[src/rtl/sh_framer_pkg.sv]
package sh_framer_pkg;

  localparam int LEN_W = 11;
  localparam int CNT_W = LEN_W + 2;

  localparam logic [1:0] SH_DATA = 2'b10;
  localparam logic [1:0] SH_OS   = 2'b01;

  localparam logic [7:0] B_IDLE = 8'h00;
  localparam logic [7:0] B_LINK = 8'hF0;
  localparam logic [7:0] B_BAD  = 8'hC0;
  localparam logic [7:0] B_EOS  = 8'h1F;
  localparam logic [7:0] B_SDS  = 8'hE1;

  typedef enum logic [1:0] {BK_NONE, BK_DATA, BK_OS, BK_DROP} blk_kind_e;
  typedef enum logic [2:0] {WK_TOKEN, WK_TLPLEN, WK_BODY, WK_EAT, WK_PARK} walk_e;
  typedef enum logic [2:0] {TC_IDLE, TC_TLP, TC_LINK, TC_BAD, TC_EOS, TC_UNK} tok_e;

  function automatic tok_e tok_class(input logic [7:0] b);
    if (b == B_IDLE)       return TC_IDLE;
    else if (b == B_LINK)  return TC_LINK;
    else if (b == B_BAD)   return TC_BAD;
    else if (b == B_EOS)   return TC_EOS;
    else if (b[3:0] == 4'hF) return TC_TLP;
    else                   return TC_UNK;
  endfunction

  // total bytes of a transaction packet: dword count times four
  function automatic logic [CNT_W-1:0] tlp_total(input logic [3:0] hi, input logic [6:0] lo);
    return {hi, lo, 2'b00};
  endfunction

endpackage

[src/rtl/sh_block_tracker.sv]
module sh_block_tracker
  import sh_framer_pkg::*;
#(
  parameter int BLK_BYTES = 16
) (
  input  logic       clk,
  input  logic       rst_n,
  input  logic       hdr_vld,
  input  logic [1:0] hdr,
  input  logic       byte_vld,
  input  logic [7:0] byte_in,
  input  logic       tok_err,
  output logic       data_vld,
  output logic       os_byte,
  output logic       hdr_err,
  output logic       blk_start,
  output logic       stream_open
);
  localparam int IDX_W = $clog2(BLK_BYTES + 1);
  localparam logic [IDX_W-1:0] FULL = IDX_W'(BLK_BYTES);

  blk_kind_e        kind;
  logic [IDX_W-1:0] left;
  logic             taking;
  logic             hdr_bad;
  logic             hdr_early;
  logic             sds_hit;

  always_comb begin
    hdr_bad   = hdr_vld && (hdr != SH_DATA) && (hdr != SH_OS);
    hdr_early = hdr_vld && (hdr == SH_DATA) && !stream_open;
    hdr_err   = hdr_bad || hdr_early;
    blk_start = hdr_vld;
    taking    = byte_vld && !hdr_vld && (left != '0);
    data_vld  = taking && (kind == BK_DATA);
    os_byte   = taking && (kind == BK_OS);
    sds_hit   = os_byte && (left == FULL) && (byte_in == B_SDS);
  end

  always_ff @(posedge clk) begin
    if (!rst_n) begin
      kind        <= BK_NONE;
      left        <= '0;
      stream_open <= 1'b0;
    end else begin
      if (hdr_vld) begin
        left <= FULL;
        if (hdr_err)              kind <= BK_DROP;
        else if (hdr == SH_DATA)  kind <= BK_DATA;
        else                      kind <= BK_OS;
      end else if (taking) begin
        left <= left - 1'b1;
        if (tok_err) kind <= BK_DROP;
      end
      if (hdr_err || tok_err) stream_open <= 1'b0;
      else if (sds_hit)       stream_open <= 1'b1;
    end
  end

endmodule

[src/rtl/sh_token_walker.sv]
module sh_token_walker
  import sh_framer_pkg::*;
(
  input  logic       clk,
  input  logic       rst_n,
  input  logic       data_vld,
  input  logic [7:0] byte_in,
  input  logic       blk_start,
  input  logic       hdr_err,
  output logic       tok_err,
  output logic       idle_seen,
  output logic       pkt_vld,
  output logic [7:0] pkt_byte,
  output logic       pkt_sop,
  output logic       pkt_eop,
  output logic       pkt_kind,
  output logic       pkt_nullify,
  output logic       stream_end,
  output logic       frame_err
);
  localparam logic [CNT_W-1:0] LINK_REST = CNT_W'(7);
  localparam logic [CNT_W-1:0] BAD_REST  = CNT_W'(3);

  walk_e            st, st_n;
  logic [CNT_W-1:0] rem, rem_n;
  logic             kind_q, kind_n;
  logic [3:0]       hi_q, hi_n;
  logic             after_q, after_n;
  logic             emit, sop, eop, null_now, eos_now;
  logic [CNT_W-1:0] total;

  always_comb begin
    st_n = st; rem_n = rem; kind_n = kind_q; hi_n = hi_q; after_n = after_q;
    emit = 1'b0; sop = 1'b0; eop = 1'b0; null_now = 1'b0; eos_now = 1'b0;
    tok_err = 1'b0; idle_seen = 1'b0;
    total = tlp_total(hi_q, byte_in[6:0]);
    if (hdr_err) begin
      st_n = WK_TOKEN;
      after_n = 1'b0;
    end else if (blk_start) begin
      if (st == WK_PARK) st_n = WK_TOKEN;
    end else if (data_vld) begin
      unique case (st)
        WK_TOKEN: begin
          after_n = 1'b0;
          unique case (tok_class(byte_in))
            TC_IDLE: idle_seen = 1'b1;
            TC_LINK: begin
              emit = 1'b1; sop = 1'b1; kind_n = 1'b1;
              rem_n = LINK_REST; st_n = WK_BODY;
            end
            TC_TLP: begin
              emit = 1'b1; sop = 1'b1; kind_n = 1'b0;
              hi_n = byte_in[7:4]; st_n = WK_TLPLEN;
            end
            TC_BAD: begin
              if (after_q) begin
                null_now = 1'b1; rem_n = BAD_REST; st_n = WK_EAT;
              end else begin
                tok_err = 1'b1;
              end
            end
            TC_EOS: begin
              eos_now = 1'b1; st_n = WK_PARK;
            end
            default: tok_err = 1'b1;
          endcase
        end
        WK_TLPLEN: begin
          if (total == '0) begin
            tok_err = 1'b1;
          end else begin
            emit = 1'b1; rem_n = total - CNT_W'(2); st_n = WK_BODY;
          end
        end
        WK_BODY: begin
          emit = 1'b1;
          rem_n = rem - 1'b1;
          if (rem == CNT_W'(1)) begin
            eop = 1'b1; st_n = WK_TOKEN; after_n = !kind_q;
          end
        end
        WK_EAT: begin
          rem_n = rem - 1'b1;
          if (rem == CNT_W'(1)) st_n = WK_TOKEN;
        end
        default: ;
      endcase
      if (tok_err) begin
        st_n = WK_TOKEN;
        after_n = 1'b0;
      end
    end
  end

  always_ff @(posedge clk) begin
    if (!rst_n) begin
      st <= WK_TOKEN; rem <= '0; kind_q <= 1'b0; hi_q <= '0; after_q <= 1'b0;
      pkt_vld <= 1'b0; pkt_byte <= '0; pkt_sop <= 1'b0; pkt_eop <= 1'b0;
      pkt_kind <= 1'b0; pkt_nullify <= 1'b0; stream_end <= 1'b0; frame_err <= 1'b0;
    end else begin
      st <= st_n; rem <= rem_n; kind_q <= kind_n; hi_q <= hi_n; after_q <= after_n;
      pkt_vld     <= emit;
      pkt_byte    <= emit ? byte_in : 8'h00;
      pkt_sop     <= sop;
      pkt_eop     <= eop;
      pkt_kind    <= emit & kind_n;
      pkt_nullify <= null_now;
      stream_end  <= eos_now;
      frame_err   <= tok_err | hdr_err;
    end
  end

endmodule

[src/rtl/sh_token_framer.sv]
module sh_token_framer
  import sh_framer_pkg::*;
#(
  parameter int BLK_BYTES = 16
) (
  input  logic       clk,
  input  logic       rst_n,
  input  logic       hdr_vld,
  input  logic [1:0] hdr,
  input  logic       byte_vld,
  input  logic [7:0] byte_in,
  output logic       pkt_vld,
  output logic [7:0] pkt_byte,
  output logic       pkt_sop,
  output logic       pkt_eop,
  output logic       pkt_kind,
  output logic       pkt_nullify,
  output logic       stream_end,
  output logic       frame_err
);
  logic data_vld, os_byte, hdr_err, blk_start, stream_open, tok_err, idle_seen;

  sh_block_tracker #(.BLK_BYTES(BLK_BYTES)) u_track (
    .clk(clk), .rst_n(rst_n), .hdr_vld(hdr_vld), .hdr(hdr),
    .byte_vld(byte_vld), .byte_in(byte_in), .tok_err(tok_err),
    .data_vld(data_vld), .os_byte(os_byte), .hdr_err(hdr_err),
    .blk_start(blk_start), .stream_open(stream_open)
  );

  sh_token_walker u_walk (
    .clk(clk), .rst_n(rst_n), .data_vld(data_vld), .byte_in(byte_in),
    .blk_start(blk_start), .hdr_err(hdr_err), .tok_err(tok_err),
    .idle_seen(idle_seen), .pkt_vld(pkt_vld), .pkt_byte(pkt_byte),
    .pkt_sop(pkt_sop), .pkt_eop(pkt_eop), .pkt_kind(pkt_kind),
    .pkt_nullify(pkt_nullify), .stream_end(stream_end), .frame_err(frame_err)
  );

endmodule

[config.mk]
export PLATFORM = sky130hd
export DESIGN_NAME = sh_token_framer
export DESIGN_NICKNAME = d
export VERILOG_FILES = /design/src/rtl/sh_framer_pkg.sv /design/src/rtl/sh_block_tracker.sv /design/src/rtl/sh_token_walker.sv /design/src/rtl/sh_token_framer.sv
export SDC_FILE = /design/constraint.sdc
export NUM_CORES = 1
export LEC_CHECK = 0
export BUFFER_PORTS_ARGS = -buffer_cell sky130_fd_sc_hd__buf_2
export CAP_MARGIN = 20
export CELL_PAD_IN_SITES_DETAIL_PLACEMENT = 1
export CELL_PAD_IN_SITES_GLOBAL_PLACEMENT = 1
export CORE_ASPECT_RATIO = 1.5
export CORE_MARGIN = 1.5
export CORE_UTILIZATION = 40
export CTS_CLUSTER_DIAMETER = 50
export DETAILED_ROUTE_END_ITERATION = 7
export PLACE_DENSITY_LB_ADDON = 0.08
export SYNTH_ARGS = -nofsm -noshare
export SYNTH_HDL_FRONTEND = slang
export SYNTH_SLANG_ARGS = --single-unit
[constraint.sdc]
create_clock -name clk -period 2.05 [get_ports clk]
set_input_delay 0.3075 -clock clk [delete_from_list [all_inputs] [get_ports clk]]
set_output_delay 0.3075 -clock clk [all_outputs]
set_load 0.02 [all_outputs]
==> results of run 1 <==
-- where the power goes --
part | internal, mW | switching [mW]
logic | 0.0792 | 0.0959
registers | 0.882 | 0.0101
clock network | 0.237 | 0.310
-- path summary, 6_finish.rpt --
check,endpoint,start,slack [ns],depth (start not counted)
max,u_walk.rem[10],u_track.left[1],0.06,8
max reg2reg,u_walk.rem[10],u_track.left[1],0.06,8
min,u_walk.pkt_byte[7],byte_in[7],0.28,2
min reg2reg,u_walk.rem[11],u_walk.rem[11],0.50,2
-- layout make-up --
class                           count  area, sq um  share of cell area [%]
Multi-Input combinational cell    224         1500                    49.3
Inverter                            8         30.0                   0.990
Timing Repair Buffer               60          428                    14.1
Sequential cell                    45          903                    29.8
Clock inverter                      2         10.0                   0.330
Clock buffer                        6         72.6                    2.39
Tap cell                           74         92.6                    3.05
-- cell families (layout without fill, tap and decap cells) --
logic type | count (synthesis) | in the layout | share of synthesized area, %
simple gates | 129 | 129 | 28.4
compound gates | 67 | 67 | 18.0
flops | 45 | 45 | 35.7
buf+inv | 25 | 76 | 6.84
xor+xnor | 15 | 15 | 5.21
fa+ha+maj | 7 | 7 | 3.47
mux | 6 | 6 | 2.38
-- Yosys cell counts, types with 2 or more instances --
| library cell | instances |
|---|---|
| a211oi_1 | 4 |
| a21oi_1 | 14 |
| a22oi_1 | 3 |
| a32oi_1 | 2 |
| and2_1 | 13 |
| and3_1 | 3 |
| buf_2 | 5 |
| buf_6 | 8 |
| clkbuf_1 | 2 |
| dfxtp_1 | 45 |
| ha_1 | 7 |
| inv_1 | 7 |
| mux2i_1 | 6 |
| nand2_1 | 16 |
| nand2b_1 | 6 |
| nand3_1 | 16 |
| nand4_1 | 4 |
| nor2_1 | 30 |
| nor2b_1 | 5 |
| nor3_1 | 8 |
| nor4_1 | 8 |
| nor4b_1 | 3 |
| nor4bb_1 | 2 |
| o211ai_1 | 9 |
| o21a_1 | 2 |
| o21ai_0 | 12 |
| o22ai_1 | 3 |
| o31ai_1 | 6 |
| o32ai_1 | 3 |
| or3_1 | 3 |
| or4_1 | 2 |
| xnor2_1 | 12 |
| xor2_1 | 3 |
-- sequential cells by signal, summed over array words and instances, names as in the netlist --
name / flops
u_track.kind: 2
u_track.left: 5
u_track.stream_open: 1
u_walk.after_q: 1
u_walk.frame_err: 1
u_walk.hi_q: 4
u_walk.kind_q: 1
u_walk.pkt_byte: 8
u_walk.pkt_eop: 1
u_walk.pkt_kind: 1
u_walk.pkt_nullify: 1
u_walk.pkt_sop: 1
u_walk.pkt_vld: 1
u_walk.rem: 13
u_walk.st: 3
u_walk.stream_end: 1
-- what timing repair did --
action	4_1_cts	5_1_grt
pin swaps	1	11
buffers inserted	0	3
gates cloned	0	2
gates resized for setup	0	15
setup endpoints to repair	2	21
-- through the flow --
step	hold slack [ns]	setup WS (ns)
2_1_floorplan	0.420	0.0225
3_3_place_gp	0.468	0.0185
3_5_place_dp	0.489	-0.0681
4_1_cts	0.281	0.0315
5_1_grt	0.269	-0.00950
6_report	0.284	0.0565
-- worst max-delay path, cell delays in order, from the launching register on --
cell      delay [ns]
dfxtp_2         0.34
inv_2           0.05
ha_4            0.15
nor4b_4         0.13
or3_4           0.38
a221o_2         0.40
buf_12          0.17
o211ai_1        0.16
o31ai_1         0.09
-- metal layers --
metal | vias up | track usage, %
met2 | 33 | 41.8
met3 | 16 | 3.70
met4 | 0 | 7.69
li1 | 1172 | -
met1 | 1156 | 26.5
met5 | - | 0
==> flow_metrics.env, run 1 <==
export IMPL_path_class="flip-flop to flip-flop"
export IMPL_wl_per_cell_um=18.0
export IMPL_final_common_cell="dfxtp_1"
export IMPL_vias=2377
export IMPL_routed_top_layer="met4"
export IMPL_cts_tree="built"
export IMPL_startpoint_type="flip-flop"
export IMPL_fillers=766
export IMPL_wl_met2_um=4100
export IMPL_worst_pin_slew_ns=0.537
export IMPL_yosys_area_top_type="dfxtp_1"
export IMPL_maxCapViolations=0
export IMPL_dpl_cell_area_sq_um=2830
export IMPL_synth_edf_count=0
export IMPL_finalCriticalPeriod_ns=1.99
export IMPL_finalHoldViolations=0
export IMPL_maxSlewViolCount=0
export IMPL_fin_util_pct=49.5
export IMPL_grt_pass1_wl_um=11800
export IMPL_yosysWarnings=0
export IMPL_drive_gt1_share_pct=23.8
export IMPL_placed_cells=406
export IMPL_routabilityCongestion=0.912
export IMPL_finalWirelength_um=7560
export IMPL_met3_length_um=166
export IMPL_p_leak_nw=1.20
export IMPL_final_cells=419
export IMPL_status="completed"
export IMPL_clock_latency_ns=0.30
export IMPL_syn_cell_area_sq_um=2520
export IMPL_grt_usage_pct=23.0
export IMPL_setup_viol=0
export IMPL_final_area_sq_um=3030
export IMPL_port_buffers=28
export IMPL_critPathCaptureType="flip-flop"
export IMPL_fmax_mhz=502
export IMPL_clk_pin_slew_ns=0.08
export IMPL_syn_nets=315
export IMPL_synth_seq_cells=45
export IMPL_synth_cell_types=55
export IMPL_synth_top_area_share_pct=35.7
export IMPL_grt_overflow_total=0
export IMPL_avgSynthCellArea_sq_um=8.58
export IMPL_cts_root_buf="clkbuf_8"
export IMPL_die_w_um=67.9
export IMPL_finalCritPeriodShare_pct=97.2
export IMPL_die_area_sq_um=6800
export IMPL_ir_drop_mv=0.310
export IMPL_rsz0062_at_grt="yes"
export IMPL_cts_buffers=5
export IMPL_final_cell_mix="dfxtp_1, nor2_1, buf_4"
export IMPL_ys_seq_area_share_pct=35.7
export IMPL_cts_hold_buf=0
export IMPL_clk_path_buf_depth=2
export IMPL_ant_nets=0
export IMPL_rows=35
export IMPL_die_h_um=100
export IMPL_cts_sink_count=45
export IMPL_design_power_total_mw=1.61
export IMPL_htree_levels=2
export IMPL_area_growth_pct=20.2
export IMPL_syn_inst=294
export IMPL_drt_iter0_markers=89
export IMPL_p_per_area_nw_per_um2=532
export IMPL_synth_area_leaders="dfxtp_1, nor2_1, xnor2_1"
export IMPL_core_area_sq_um=6130
export IMPL_num_antenna_cells=0
export IMPL_dpl_hpwl_um=5530
export IMPL_ios=29
export IMPL_vias_per_cell=5.67
export IMPL_synth_flop_cell="dfxtp_1"
export IMPL_fin_tns_setup_ns=0
export IMPL_grt_pass1_vias=2371
export IMPL_cp_max_fo=7
export IMPL_crit_required_ns=2.23
export IMPL_arrival_ns=2.18
export IMPL_fin_nets=365
export IMPL_min_path_type="input port to flip-flop"
export IMPL_grt_start_max_net_pins=27
export IMPL_drt_met1_wl_um=3100
export IMPL_drc=0
export IMPL_dr_pass1_iters=4
export IMPL_synthArstFlopShare_pct=0
export IMPL_slew_headroom_pct=63.9
export IMPL_grt_antenna_before_repair=0
export IMPL_start_util_pct=41.2
export IMPL_skew_ns=0.00868
Note: power is estimated with default switching activity, not from simulation.
==> run 2, diff against run 1 <==
--- a/config.mk
+++ b/config.mk
@@ -17,4 +17,5 @@
 export PLACE_DENSITY_LB_ADDON = 0.08
 export SYNTH_ARGS = -nofsm -noshare
 export SYNTH_HDL_FRONTEND = slang
+export SYNTH_HIERARCHICAL = 1
 export SYNTH_SLANG_ARGS = --single-unit
==> flow_metrics.env, run 2 <==
export IMPL_status="finished with violations"
export IMPL_violations="setup timing"
export IMPL_final_common_cell="buf_4"
export IMPL_clk_pin_slew_ns=0.09
export IMPL_start_util_pct=41.4
export IMPL_design_power_total_mw=1.67
export IMPL_grt_usage_pct=25.6
export IMPL_slew_headroom_pct=49.3
export IMPL_die_area_sq_um=7230
export IMPL_dpl_hpwl_um=6690
export IMPL_finalWirelength_um=9150
export IMPL_drive_gt1_share_pct=40.5
export IMPL_finalHoldViolations=0
export IMPL_top_regs="u_walk/rem: 13 flops, u_walk/pkt_byte: 8 flops, u_track/left: 5 flops"
export IMPL_fin_nets=428
export IMPL_htree_levels=2
export IMPL_min_path_type="input port to flip-flop"
export IMPL_grt_pass1_wl_um=14400
export IMPL_setup_slack_ns=-0.332
export IMPL_die_h_um=103
export IMPL_ir_drop_mv=0.301
export IMPL_path_class="flip-flop to flip-flop"
export IMPL_cts_sink_count=45
export IMPL_setup_viol=26
export IMPL_drc=0
export IMPL_finalCriticalPeriod_ns=2.38
export IMPL_vias_per_cell=5.77
export IMPL_finalCritPeriodShare_pct=116
export IMPL_grt_antenna_before_repair=0
export IMPL_dr_pass1_iters=5
export IMPL_p_seq_share_pct=52.9
export IMPL_rsz0062_at_grt="yes"
export IMPL_yosysWarnings=6
export IMPL_largest_register="u_walk/rem"
export IMPL_pwr_share_comb_pct=13.8
export IMPL_grt_overflow_total=0
export IMPL_num_antenna_cells=0
export IMPL_final_cell_mix="buf_4, dfxtp_1, buf_2"
export IMPL_syn_nets=337
export IMPL_clock_latency_ns=0.31
export IMPL_fillers=798
export IMPL_arrival_ns=2.59
export IMPL_clk_path_buf_depth=2
export IMPL_cts_root_buf="clkbuf_8"
export IMPL_p_int_mw=1.22
export IMPL_area_growth_pct=38.2
export IMPL_vias=2802
export IMPL_maxCapViolations=0
export IMPL_skew_ns=0.00628
export IMPL_startpoint_type="flip-flop"
export IMPL_port_buffers=28
export IMPL_avgSynthCellArea_sq_um=8.45
export IMPL_clkPwrFrac_pct=33.3
export IMPL_routabilityCongestion=0.892
export IMPL_ios=29
export IMPL_final_area_sq_um=3710
export IMPL_p_leak_nw=1.51
export IMPL_grt_pass1_vias=2914
export IMPL_worst_pin_slew_ns=0.759
export IMPL_hold_ws_ns=0.274
export IMPL_crit_required_ns=2.26
export IMPL_syn_inst=318
export IMPL_largest_reg_flops=13
export IMPL_dpl_cell_area_sq_um=3360
export IMPL_cts_tree="built"
export IMPL_switching_share_pct=26.9
export IMPL_core_area_sq_um=6490
export IMPL_die_w_um=69.9
export IMPL_syn_cell_area_sq_um=2690
export IMPL_drt_iter0_markers=117
export IMPL_grt_start_max_net_pins=18
export IMPL_rows=36
export IMPL_cts_buffers=5
export IMPL_ant_nets=0
export IMPL_p_switching_mw=0.450
export IMPL_wl_per_cell_um=18.8
export IMPL_p_per_area_nw_per_um2=451
export IMPL_fmax_mhz=420
export IMPL_maxSlewViolCount=0
export IMPL_cp_max_fo=5
export IMPL_critPathCaptureType="flip-flop"
run 2: cell type report:
| cell class | instances | area (sq um) | area share, % |
|---|---|---|---|
| clock buffer | 6 | 72.6 | 1.95 |
| inverter | 11 | 41.3 | 1.11 |
| clock inverter | 2 | 10.0 | 0.270 |
| multi-input combinational | 243 | 1850 | 49.8 |
| sequential | 45 | 903 | 24.3 |
| timing repair buffer | 103 | 742 | 20.0 |
| tap | 76 | 95.1 | 2.56 |
run 2: worst paths after layout:
check	from	slack (ns)	to	cells after the start
setup reg to reg	u_track/left[0]	-0.33	u_walk/rem[7]	10
hold / removal	byte_in[1]	0.27	u_walk/pkt_byte[1]	3
setup / recovery	u_track/left[0]	-0.33	u_walk/rem[7]	10
hold reg to reg	u_walk/rem[10]	0.49	u_walk/rem[10]	2
run 2: power groups by stage:
stage | registers [mW] | logic, mW | clock network, mW
final | 0.885 | 0.232 | 0.557
after global routing | 0.886 | 0.251 | 0.606
after CTS | 0.885 | 0.223 | 0.582
after detailed placement | 0.905 | 0.207 | 0
after global placement | 0.905 | 0.203 | 0
after floorplan | 0.907 | 0.107 | 0
run 2: worst max-delay path, cell delays in order (launching register included):
cell and delay, ns:
dfxtp_2 0.35, inv_2 0.05, ha_4 0.15, or4b_4 0.21, nand2_4 0.05, nor3_4 0.15, or4b_4 0.55, a211oi_4 0.33
buf_6 0.19, a21oi_2 0.05, a31o_2 0.21
run 2: repair_timing:
action | 4_1_cts | 5_1_grt
setup endpoints to repair | 31 | 34
pin swaps | 10 | 11
hold buffers | 0 | 0
gates resized for setup | 30 | 18
buffers inserted | 5 | 7
gates cloned | 1 | 0
run 2: layer usage:
layer / part of all wire, % / routed length [um] / GRT usage, %
met5: 0 / 0 / 0
met2: 57 / 5170 / 50.8
met1: 39 / 3540 / 26.0
met4: 3.0 / 278 / 12.4
met3: 1.8 / 164 / 3.78
run 2: stage by stage:
step | setup slack (ns) | std cells | setup TNS [ns] | utilization, %
after floorplan | -0.348 | 318 | -4.55 | -
after global placement | -0.317 | 468 | -6.82 | 51.9
after detailed placement | -0.349 | 468 | -7.88 | 51.9
after CTS | -0.327 | 482 | -5.14 | 55.6
after global routing | -0.423 | 486 | -8.49 | 57.2
final | -0.332 | 486 | -5.42 | 57.2
